[config.mk]
export PLATFORM = sky130hd
export DESIGN_NAME = mcu_bus_slave
export DESIGN_NICKNAME = d
export VERILOG_FILES = /design/src/rtl/mbs_pkg.sv /design/src/rtl/mbs_lanes.sv /design/src/rtl/mbs_target.sv /design/src/rtl/mbs_ctrl.sv /design/src/rtl/mcu_bus_slave.sv
export SDC_FILE = /design/constraint.sdc
export NUM_CORES = 1
export LEC_CHECK = 0
export BUFFER_PORTS_ARGS = -buffer_cell sky130_fd_sc_hd__buf_4
export CORE_MARGIN = 5
export CORE_UTILIZATION = 42
export DETAILED_ROUTE_END_ITERATION = 10
export SYNTH_ARGS = -nofsm -noshare
export SYNTH_HDL_FRONTEND = slang
export SYNTH_SLANG_ARGS = --single-unit
[constraint.sdc]
create_clock -name clk -period 4.9 [get_ports clk]
set_clock_uncertainty 0.05 [all_clocks]
set_input_delay 0 -clock clk [delete_from_list [all_inputs] [get_ports clk]]
set_output_delay 0 -clock clk [all_outputs]
set_load 0.02 [all_outputs]
[src/rtl/mbs_pkg.sv]
// Package: shared widths, controller states, the request record and the lane
// swap helper for the host bus slave. Assumes a 7-bit byte address and a
// 16-bit data bus split into two 8-bit lanes.
package mbs_pkg;
    localparam int AW = 7;
    localparam int DW = 16;
    localparam int BW = DW / 2;
    localparam int XW = AW - 1;

    // Word index of the FIFO window (top of the word space).
    localparam logic [XW-1:0] FIFO_WIDX = '1;

    typedef enum logic [2:0] {
        ST_IDLE,
        ST_CHECK,
        ST_RETRY,
        ST_HOLD,
        ST_REL
    } mbs_state_t;

    typedef struct packed {
        logic          rd;
        logic          bytew;
        logic [AW-1:0] addr;
        logic [DW-1:0] wdata;
    } mbs_req_t;

    // Exchange the upper and lower byte lanes of a word.
    function automatic logic [DW-1:0] swap_lanes(input logic [DW-1:0] w);
        return {w[BW-1:0], w[DW-1:BW]};
    endfunction
endpackage

[src/rtl/mbs_lanes.sv]
// Lane mapper: turns a host request into the word written to a target and
// the target's raw word into the value shown on the read bus. Purely
// combinational. Assumes that byte data always travels on the upper lane and
// that the FIFO holds byte transfers in its low byte.
module mbs_lanes
    import mbs_pkg::*;
(
    input  logic [AW-1:0] addr,
    input  logic          bytew,
    input  logic [DW-1:0] wdata,
    input  logic          le,
    input  logic          dinv,
    input  logic [DW-1:0] raw,
    output logic [DW-1:0] wr_word,
    output logic [DW-1:0] rd_bus
);
    logic          is_fifo;
    logic          swap_en;
    logic          hi_sel;
    logic [BW-1:0] wbyte;
    logic [BW-1:0] rbyte;

    // Decode the lane choice and build both the write word and the read value.
    always_comb begin
        is_fifo = (addr[AW-1:1] == FIFO_WIDX);
        swap_en = le & ~dinv;
        hi_sel  = ~(addr[0] ^ le);
        wbyte   = wdata[DW-1:BW];

        if (!bytew)
            wr_word = swap_en ? swap_lanes(wdata) : wdata;
        else if (is_fifo)
            wr_word = {{BW{1'b0}}, wbyte};
        else if (hi_sel)
            wr_word = {wbyte, raw[BW-1:0]};
        else
            wr_word = {raw[DW-1:BW], wbyte};

        if (is_fifo)
            rbyte = raw[BW-1:0];
        else if (hi_sel)
            rbyte = raw[DW-1:BW];
        else
            rbyte = raw[BW-1:0];

        if (bytew)
            rd_bus = {rbyte, {BW{1'b0}}};
        else
            rd_bus = swap_en ? swap_lanes(raw) : raw;
    end
endmodule

[src/rtl/mbs_target.sv]
// Behavioural targets: a register file of NREGS words and a FIFO of FDEPTH
// words at the top word index. Writes happen at the clock edge on wr_en and
// pops on pop_en. Assumes that FDEPTH is a power of two and that NREGS is
// below the FIFO index. Unmapped indices read as zero.
module mbs_target
    import mbs_pkg::*;
#(
    parameter int NREGS  = 16,
    parameter int FDEPTH = 4
) (
    input  logic          clk,
    input  logic          rst_n,
    input  logic          wr_en,
    input  logic          pop_en,
    input  logic [XW-1:0] widx,
    input  logic [DW-1:0] wr_word,
    output logic [DW-1:0] raw,
    output logic          fifo_empty
);
    localparam int IW = (NREGS > 1) ? $clog2(NREGS) : 1;
    localparam int PW = (FDEPTH > 1) ? $clog2(FDEPTH) : 1;
    localparam int CW = PW + 1;
    localparam logic [CW-1:0] FULL_CNT = CW'(FDEPTH);

    logic [DW-1:0] regs [NREGS];
    logic [DW-1:0] fmem [FDEPTH];
    logic [PW-1:0] rptr, wptr;
    logic [CW-1:0] count;
    logic          is_fifo, mapped, push;

    // Classify the word index and pick the raw word for the lane mapper.
    always_comb begin
        is_fifo    = (widx == FIFO_WIDX);
        mapped     = !is_fifo && (32'(widx) < NREGS);
        push       = wr_en && is_fifo && (count != FULL_CNT);
        fifo_empty = (count == '0);
        if (is_fifo)
            raw = fmem[rptr];
        else if (mapped)
            raw = regs[widx[IW-1:0]];
        else
            raw = '0;
    end

    // Register file write port.
    always_ff @(posedge clk) begin
        if (!rst_n) begin
            for (int i = 0; i < NREGS; i++) regs[i] <= '0;
        end else if (wr_en && mapped) begin
            regs[widx[IW-1:0]] <= wr_word;
        end
    end

    // FIFO storage.
    always_ff @(posedge clk) begin
        if (push) fmem[wptr] <= wr_word;
    end

    // FIFO pointers and occupancy.
    always_ff @(posedge clk) begin
        if (!rst_n) begin
            rptr  <= '0;
            wptr  <= '0;
            count <= '0;
        end else begin
            if (push) wptr <= wptr + 1'b1;
            if (pop_en) rptr <= rptr + 1'b1;
            count <= count + CW'(push) - CW'(pop_en);
        end
    end

    // the controller never pops an empty FIFO.
    a_r7_pop_not_empty: assert property (@(posedge clk) disable iff (!rst_n)
        pop_en |-> !fifo_empty);

    // occupancy stays within the FIFO depth.
    a_r7_count_bound: assert property (@(posedge clk) disable iff (!rst_n)
        count <= FULL_CNT);
endmodule

[src/rtl/mbs_ctrl.sv]
// Cycle controller: samples the strobe, checks alternate-mode requests,
// decides when an access happens, and drives the acknowledge and error
// outputs. Assumes that straps change only while no cycle is open. In the
// alternate mode the request is latched at the strobe edge and performed one
// clock later, once the strobe has been seen released.
module mbs_ctrl
    import mbs_pkg::*;
(
    input  logic          clk,
    input  logic          rst_n,
    input  logic          cs_n,
    input  logic          rd_wr,
    input  logic [AW-1:0] addr,
    input  logic [DW-1:0] wdata,
    input  logic          strap_narrow,
    input  logic          strap_hshake,
    input  logic          strap_alt,
    input  logic          fifo_empty,
    output mbs_req_t      cur_req,
    output logic          acc_go,
    output logic          ack_n,
    output logic          err_n
);
    mbs_state_t state, nxt;
    mbs_req_t   live, lat;
    logic [1:0] siz;
    logic       size_ok, blocked, try_acc, lat_load, ack_d, err_d;

    // Assemble the live request from the pins and select the active request.
    always_comb begin
        siz        = {strap_hshake, strap_narrow};
        size_ok    = (siz == 2'b01) || (siz == 2'b10);
        live.rd    = rd_wr;
        live.bytew = strap_alt ? (siz == 2'b01) : strap_narrow;
        live.addr  = addr;
        live.wdata = wdata;
        cur_req    = (state == ST_IDLE) ? live : lat;
        blocked    = cur_req.rd && (cur_req.addr[AW-1:1] == FIFO_WIDX) && fifo_empty;
    end

    // Next state, access decision and output drive values.
    always_comb begin
        nxt      = state;
        ack_d    = 1'b1;
        err_d    = 1'b1;
        lat_load = 1'b0;
        try_acc  = 1'b0;
        case (state)
            ST_IDLE: begin
                if (!cs_n) begin
                    if (strap_alt) begin
                        if (!size_ok) begin
                            err_d = 1'b0;
                            nxt   = ST_REL;
                        end else begin
                            lat_load = 1'b1;
                            nxt      = ST_CHECK;
                        end
                    end else begin
                        try_acc = 1'b1;
                        if (!blocked) begin
                            ack_d = 1'b0;
                            nxt   = strap_hshake ? ST_HOLD : ST_REL;
                        end
                    end
                end
            end
            ST_CHECK: begin
                if (!cs_n) begin
                    err_d = 1'b0;
                    nxt   = ST_REL;
                end else begin
                    try_acc = 1'b1;
                    if (!blocked) begin
                        ack_d = 1'b0;
                        nxt   = ST_REL;
                    end else begin
                        nxt = ST_RETRY;
                    end
                end
            end
            ST_RETRY: begin
                try_acc = 1'b1;
                if (!blocked) begin
                    ack_d = 1'b0;
                    nxt   = ST_REL;
                end
            end
            ST_HOLD: begin
                if (!cs_n) ack_d = 1'b0;
                else       nxt   = ST_IDLE;
            end
            ST_REL: begin
                if (cs_n) nxt = ST_IDLE;
            end
            default: nxt = ST_IDLE;
        endcase
        acc_go = try_acc && !blocked;
    end

    // State, latched request and registered outputs.
    always_ff @(posedge clk) begin
        if (!rst_n) begin
            state <= ST_IDLE;
            lat   <= '0;
            ack_n <= 1'b1;
            err_n <= 1'b1;
        end else begin
            state <= nxt;
            ack_n <= ack_d;
            err_n <= err_d;
            if (lat_load) lat <= live;
        end
    end

    // an error pulse lasts a single cycle.
    a_r9_err_one_cycle: assert property (@(posedge clk) disable iff (!rst_n)
        !err_n |=> err_n);

    // acknowledge and error are never driven together.
    a_r9_no_ack_with_err: assert property (@(posedge clk) disable iff (!rst_n)
        !(!ack_n && !err_n));

    // an alternate-mode acknowledge follows an edge that saw the strobe released.
    a_r8_ack_after_release: assert property (@(posedge clk) disable iff (!rst_n)
        (strap_alt && $fell(ack_n)) |-> $past(cs_n));

    // a strobe still low at the check edge raises the error next cycle.
    a_r10_overlong_err: assert property (@(posedge clk) disable iff (!rst_n)
        (state == ST_CHECK && !cs_n) |=> !err_n);

    // a handshake acknowledge holds while the strobe stays low.
    a_r6_hold_ack: assert property (@(posedge clk) disable iff (!rst_n)
        (!strap_alt && strap_hshake && !ack_n && !cs_n) |=> !ack_n);
endmodule

[src/rtl/mcu_bus_slave.sv]
// Top of the host bus slave: joins the cycle controller, the lane mapper and
// the behavioural targets, and registers the read data bus. Assumes static
// straps and a synchronous host on the same clock.
module mcu_bus_slave
    import mbs_pkg::*;
#(
    parameter int NREGS  = 16,
    parameter int FDEPTH = 4
) (
    input  logic          clk,
    input  logic          rst_n,
    input  logic          cs_n,
    input  logic          rd_wr,
    input  logic [AW-1:0] addr,
    input  logic [DW-1:0] wdata,
    output logic [DW-1:0] rdata,
    output logic          ack_n,
    output logic          err_n,
    input  logic          strap_narrow,
    input  logic          strap_hshake,
    input  logic          strap_alt,
    input  logic          strap_le,
    input  logic          strap_dinv
);
    mbs_req_t      cur_req;
    logic          acc_go, fifo_empty, wr_en, pop_en, fifo_sel;
    logic [DW-1:0] raw, wr_word, rd_bus;

    mbs_ctrl u_ctrl (
        .clk          (clk),
        .rst_n        (rst_n),
        .cs_n         (cs_n),
        .rd_wr        (rd_wr),
        .addr         (addr),
        .wdata        (wdata),
        .strap_narrow (strap_narrow),
        .strap_hshake (strap_hshake),
        .strap_alt    (strap_alt),
        .fifo_empty   (fifo_empty),
        .cur_req      (cur_req),
        .acc_go       (acc_go),
        .ack_n        (ack_n),
        .err_n        (err_n)
    );

    mbs_lanes u_lanes (
        .addr    (cur_req.addr),
        .bytew   (cur_req.bytew),
        .wdata   (cur_req.wdata),
        .le      (strap_le),
        .dinv    (strap_dinv),
        .raw     (raw),
        .wr_word (wr_word),
        .rd_bus  (rd_bus)
    );

    // Split the controller's go signal into target write and FIFO pop.
    always_comb begin
        fifo_sel = (cur_req.addr[AW-1:1] == FIFO_WIDX);
        wr_en    = acc_go && !cur_req.rd;
        pop_en   = acc_go && cur_req.rd && fifo_sel;
    end

    mbs_target #(
        .NREGS  (NREGS),
        .FDEPTH (FDEPTH)
    ) u_target (
        .clk        (clk),
        .rst_n      (rst_n),
        .wr_en      (wr_en),
        .pop_en     (pop_en),
        .widx       (cur_req.addr[AW-1:1]),
        .wr_word    (wr_word),
        .raw        (raw),
        .fifo_empty (fifo_empty)
    );

    // Capture read data at the access edge.
    always_ff @(posedge clk) begin
        if (!rst_n)                   rdata <= '0;
        else if (acc_go && cur_req.rd) rdata <= rd_bus;
    end
endmodule

# Word level (Yosys, flattened, before mapping)
# Memory sizes are Yosys's and may differ from the RTL's. A register that Yosys moved wholly into a read port is not among the register bits.
# Index checks and enable logic that the tools add are counted.
# totals
n_memories,2
ram_bits,320
register_bits,53
out_inout_bits,18
elab_cells,101
# mem_list
name,depth,width,rd,rd_clocked_by_memory_dff,write_ports,line_no,source
u_target.regs,16,16,1,0,16,mbs_target.sv:25,logic [DW-1:0] regs [NREGS];
u_target.fmem,4,16,1,1,1,mbs_target.sv:26,logic [DW-1:0] fmem [FDEPTH];
# classes
bitwise,3
n_lt_le_gt_ge,1
add_sub_neg,4
n_mux,49
reduce_logical,19
eq_ne,12
# ops
operator,n
$mux W16,9
$mux W3,9
$mux W25,1
$mux W1,21
$mux W8,2
$reduce_or A16 Y1,1
$pmux W3 S4,1
$logic_and A1 B1 Y1,10
$eq A3 B2 Y1 const B,2
$eq A6 B6 Y1 const B,1
$logic_not A3 Y1,2
$lt A6 B5 Y1 const B,1
$ne A3 B3 Y1 const B,2
$add A2 B1 Y2 const B,2
$mux W2,2
$mux W4,1
$ne A2 B2 Y1 const B,2
$pmux W1 S4,1
$reduce_and A4 Y1,1
$add A3 B1 Y3,1
$eq A3 B1 Y1 const B,1
$eq A3 B3 Y1 const B,1
$logic_not A1 Y1,3
$pmux W1 S3,1
10 further kinds,10

# Longest topological paths before layout
# depth
depth_word,15
depth_mapped,15

# Hierarchy
# Synthesis repeated with hierarchy kept, for this count alone.
# hier_totals
hier_cells,1352
area_unflattened_um2,17852.1
# by_module_without_submodules
module,area_per_inst_um2,cells_each,n_inst,seq_area_each_um2
mbs_target,14741.6,923,1,9789.4
mbs_ctrl,1655.3,247,1,600.6
mbs_lanes,762.0,105,1,0.0
mcu_bus_slave,693.2,77,1,320.3

# Least setup slack after synthesis
# Ideal clock, no wire load.
# synth_timing
path_type,flip-flop to flip-flop
startpoint,reg u_ctrl.state[2]
endpoint,reg u_target.count[2]
stages_incl_launch_ff,14
arrival_ps,3337
setup_slack_ps,1385
period_less_slack_ps,3515
n_path_buf,1
cell_sequence,dfxtp_1 buf_4 nor3_4 mux2i_1 nand2_1 nor4_2 nor2_1 ha_1 inv_1 ha_1 fa_1 xnor2_1 xnor2_1 nor2_1
# synth_via
elab_cells_between_ends,18
classes_between,add/sub (2); eq/ne (3); mux (2); reduce/logical (11)
# synth_lines
item,line_no,source
start: declaration,mbs_ctrl.sv:24,"mbs_state_t state, nxt;"
start signal: assignment,mbs_ctrl.sv:109,state <= nxt;
$logic_not A3 Y1,"mbs_ctrl.sv:37, mbs_ctrl.sv:48",
$mux W25,mbs_ctrl.sv:37,cur_req = (state == ST_IDLE) ? live : lat;
$eq A6 B6 Y1,"mbs_ctrl.sv:38, mcu_bus_slave.sv:59",
$logic_and A1 B1 Y1 (2 in a row),mbs_ctrl.sv:38,blocked = cur_req.rd && (cur_req.addr[AW-1:1] == FIFO_WIDX) && fifo_empty;
$logic_not A1 Y1,--,
$logic_and A1 B1 Y1,mbs_ctrl.sv:98,acc_go = try_acc && !blocked;
$logic_and A1 B1 Y1,mcu_bus_slave.sv:61,pop_en = acc_go && cur_req.rd && fifo_sel;
$logic_and A1 B1 Y1 *,mcu_bus_slave.sv:61,
via pop_en,mcu_bus_slave.sv:26,"logic acc_go, fifo_empty, wr_en, pop_en, fifo_sel;"
$sub A3 B1 Y3 *,mbs_target.sv:68,count <= count + CW'(push) - CW'(pop_en);
end signal: assignment,mbs_target.sv:68,
end: declaration,mbs_target.sv:28,logic [CW-1:0] count;
# Mark *: on every way through the listed nets, which the timed path passes. The rest lies on a longest branch.
# A chain may end at the register's enable or synchronous reset.

# Final worst setup path
# layout_timing
startpoint,reg u_ctrl.state[0]
endpoint,mem u_target.fmem[2][4] (data pin)
# layout_via
elab_chain_len,10
elab_cells_between_ends,14
classes_between,order compare (1); eq/ne (1); mux (7); bitwise (1); reduce/logical (3); memory (1)
# layout_lines
item,line_no,source
$logic_not A3 Y1 *,mbs_ctrl.sv:37,
$mux W25 *,mbs_ctrl.sv:37,
"parallel branches: the longest is 7 deep, another holds $lt A6 B5 Y1",--,
$mux W16 *,mbs_lanes.sv:30,if (!bytew)
via u_lanes.wr_word[4],mbs_lanes.sv:14,"output logic [DW-1:0] wr_word,"
end: declaration,mbs_target.sv:26,
# Mark *: on every way through the listed nets, which the timed path passes.

==> summary.log <==
[outcome] status completed
[cts] clock tree from TritonCTS built
[floorplan] floorplan core area 41900 sq um
[global_route] number of antenna violations at the first check in global routing 0
[setup_path] CP Cell Sequence or4b_2 > nand2_1 > buf_4 > nor2_1 > a2111oi_0 > buf_4 > o211a_1 > a21oi_1 > o21bai_4 > inv_1
[setup_path] Worst path top cell family by delay compound AO/OA/AOI/OAI gates
[layout] net total in the final layout 1704
[sta] time the final worst path needs with I/O delays and setup 4.57 ns
[floorplan] Die Ht 216 um
[global_route] vias in the first global route 12800
[logic_synthesis] Async SR Flop Fraction 0%
[drt] vias per std cell 5.88
[pwr] leakage power 7.69 nW
[setup_path] R2R Path Start u_ctrl.state[0]
[drt] router iterations before antenna repair 5
[setup_path] launching element type of the critical path flop
[layout] number of fill cells in the layout 3694
[pwr] Pwr Density 398 nW/um^2
[cts] number of levels the H-tree was split into 2
[logic_synthesis] Seq/Total Area, Yosys 60.2%
[place] cell area after placement 19000 sq um
[logic_synthesis] count of flip-flops with a built-in enable after synthesis 320
[logic_synthesis] synthesized netlist net count 1592
[sta] f_max 219 MHz
[global_route] remaining global-route overflow 0
[floorplan] starting utilization of the core area 42.4%
[worst_hold_path] Hold Startpoint strap_le
[drt] wire length after detailed routing 54.2 mm
[logic_synthesis] post-synthesis cell type with the largest combined area sky130_fd_sc_hd__edfxtp_1
[logic_synthesis] cells taking the most area after synthesis sky130_fd_sc_hd__edfxtp_1 (54%), sky130_fd_sc_hd__nor2_1 (6.6%), sky130_fd_sc_hd__dfxtp_1 (6.2%)
[logic_synthesis] Syn Inst Count 1552
[setup_path] number of buffers and inverters on the critical path 3
[logic_synthesis] post-synthesis average cell area 11.5 sq um
[place] half-perimeter wire length after detailed placement 35.8 mm
[layout] count of antenna diodes in the layout 0
[logic_synthesis] total of warnings raised by yosys 0
[floorplan] floorplan row count 75
[drt] Post-DRT Antenna Nets 0
[place] last weighted congestion value of the routability-driven placer 0.947
[job] number of max-cap violations 0
[cts] CTS sink cnt 375
[global_route] maximum number of pins on one net before global-route repair 46
[sta] final count of pins violating max slew 0
[global_route] global router's overall resource usage 22.9%
[drt] average wire per standard cell 24.2 um
[layout] area growth from synthesis to layout 16.5%
[cts] clock buffer count from CTS 41
[setup_path] Worst path slowest cell sky130_fd_sc_hd__a2111oi_0
[layout] Layout Cell Area excl Fill 20700 sq um
[setup_path] worst setup path startpoint u_ctrl.state[0]
[worst_hold_path] number of cells on the worst hold path 4
[sta] Final Hold Vio Count 0
[cts] clock tree root buffer cell sky130_fd_sc_hd__clkbuf_16
[global_route] wire length of the first global-routing pass 81.4 mm
[sta] transition at the pin with the smallest max-transition slack 1.15 ns
[cts] Setup Fix Bufs, Post-CTS 0
[drt] via total after detailed routing 13200
[setup_path] CP Data Arrival Time 4.94 ns
[setup_path] number of stages on the worst setup path 10
[logic_synthesis] Cell variety after synth 84
[cts] insertion delay to the later sink of the worst-skew pair 0.58 ns
[pwr] worst IR drop on VDD 0.235 mV
[sta] worst rel slew slack 23.4%
[place] placement-stage worst setup slack 0.512 ns
[floorplan] Boundary Pins 50
[setup_path] CP peak stage delay 0.94 ns
[sta] final number of setup-violating endpoints 0
[sta] final worst-path setup slack 0.327 ns
[drt] violation count after the first detailed-routing iteration 1488
[layout] final core utilization 49.4%
[logic_synthesis] most used flip-flop cell after synthesis sky130_fd_sc_hd__edfxtp_1
[logic_synthesis] dominant cell by count in the synthesized netlist sky130_fd_sc_hd__edfxtp_1
[setup_path] Critical Path Fanout Max 17
[logic_synthesis] top cell type's share of synthesized area 54.0%
[cts] deepest clock path buffer count 3
[setup_path] Worst Setup End Kind flop
[logic_synthesis] Seq cells post-synth 375
[cts] post-CTS clock slew at the launch and capture registers of the worst setup and hold paths 0.06 ns
[setup_path] path depth of the worst reg2reg path 10
[layout] fraction of final layout cells with drive strength greater than 1 17.6%
[drt] DRC violation count after routing 0
[setup_path] category of the critical setup timing path reg -> reg
[sta] setup total negative slack 0 ns
[worst_hold_path] Min-Delay Path Class in -> reg
[logic_synthesis] top cells by instance count after synthesis sky130_fd_sc_hd__edfxtp_1 (320), sky130_fd_sc_hd__nor2_1 (313), sky130_fd_sc_hd__nand2_1 (169)
[sta] RSZ-0062 raised after global routing no
[logic_synthesis] area of the mapped netlist 17800 sq um
[sta] final worst path period share 93.3%
[place] count of buffers from port buffering 49
[setup_path] Data required, critical path 5.26 ns
[floorplan] area enclosed by the die boundary 46600 sq um
[setup_path] Most Frequent Cell on Critical Path sky130_fd_sc_hd__buf_4
[floorplan] die span in x 216 um
## report_power, final
group          internal, W  leakage, nW  switching [W]  total [W]
Clock              0.00176        0.645        0.00129    0.00305
Sequential         0.00359         3.67      0.0000416    0.00363
Combinational     0.000468         3.37        0.00111    0.00157
Total              0.00581         7.69        0.00244    0.00825
## kinds of logic (layout without fill, tap and decap cells)
group,count (synthesis),count (layout),share of synthesized area [%]
buf+inv,146,291,3.97
mux,111,111,8.63
compound gates,253,253,10.1
fa+ha+maj,8,8,0.605
xor+xnor,6,6,0.295
flops,375,375,60.2
simple gates,653,653,16.2
## state kept, by name, indices dropped and copies added (netlist names), named ones only
register,flops
u_ctrl.lat,25
rdata,16
u_ctrl.err_n,1
u_ctrl.state,3
u_target.fmem,64
u_target.count,3
u_target.wptr,2
u_target.rptr,2
u_ctrl.ack_n,1
u_target.regs,256
## per-layer routing
metal / global-route usage [%] / routed length [um]
met5: 0 / 0
met4: 9.26 / 2410
met3: 4.33 / 4510
met2: 35.8 / 24900
met1: 31.6 / 22400
## final timing paths
path | end | slack, ns
worst min-delay path | rdata[12] | 0.07
worst max-delay path | u_target.fmem[2][4] | 0.33
worst max register to register | u_target.fmem[2][4] | 0.33
worst min register to register | u_ctrl.lat[15] | 0.41
## timing repair
action,CTS,global route
hold buffers,37,0
hold endpoints to repair,38,0
gates resized for setup,0,0
## cell type report
class                           count  area [sq um]  share of cell area [%]
Sequential cell                   375         10700                    51.7
Multi-Input combinational cell   1031          6410                    30.9
Timing Repair Buffer              188          1500                    7.25
Clock buffer                       63          1200                    5.79
Tap cell                          539           674                    3.25
Clock inverter                     13           133                   0.640
Inverter                           27           101                   0.489
## layout by cell type (no fill, tap or decap), types with 13 or more instances in the layout
cell / synthesis / final
sky130_fd_sc_hd__edfxtp_1: 320 / 320
sky130_fd_sc_hd__nand3_1: 61 / 61
sky130_fd_sc_hd__a21oi_1: 63 / 63
sky130_fd_sc_hd__dlygate4sd3_1: 0 / 37
sky130_fd_sc_hd__a211oi_1: 26 / 26
sky130_fd_sc_hd__buf_4: 6 / 151
sky130_fd_sc_hd__nand2_1: 169 / 169
sky130_fd_sc_hd__clkbuf_16: 0 / 42
sky130_fd_sc_hd__o21ai_0: 46 / 46
sky130_fd_sc_hd__nor2_1: 313 / 312
sky130_fd_sc_hd__mux2_2: 16 / 16
sky130_fd_sc_hd__nor3_1: 13 / 13
sky130_fd_sc_hd__and3_1: 31 / 31
sky130_fd_sc_hd__a2111oi_0: 15 / 15
sky130_fd_sc_hd__mux2i_1: 62 / 61
sky130_fd_sc_hd__dfxtp_1: 55 / 55
sky130_fd_sc_hd__clkbuf_1: 66 / 14
sky130_fd_sc_hd__inv_1: 26 / 26
sky130_fd_sc_hd__mux4_2: 32 / 32
## stage by stage
| stage | hold slack [ns] | cells | power [W] |
|---|---|---|---|
| floorplan | 0.0860 | 1552 | 0.00459 |
| global placement | 0.209 | 2123 | 0.00521 |
| detailed placement | 0.222 | 2123 | 0.00522 |
| CTS | 0.0277 | 2236 | 0.00828 |
| global route | 0.0893 | 2236 | 0.00851 |
| finish | 0.0661 | 2236 | 0.00825 |
## worst min-delay path, delay by kind of cell
kind / cells / cell delay (ns)
buffers and inverters: 2 / 0.32
AOI/OAI and AO/OA: 1 / 0.18
and+or+nand+nor: 1 / 0.12
Power figures use the tool's default switching activity.
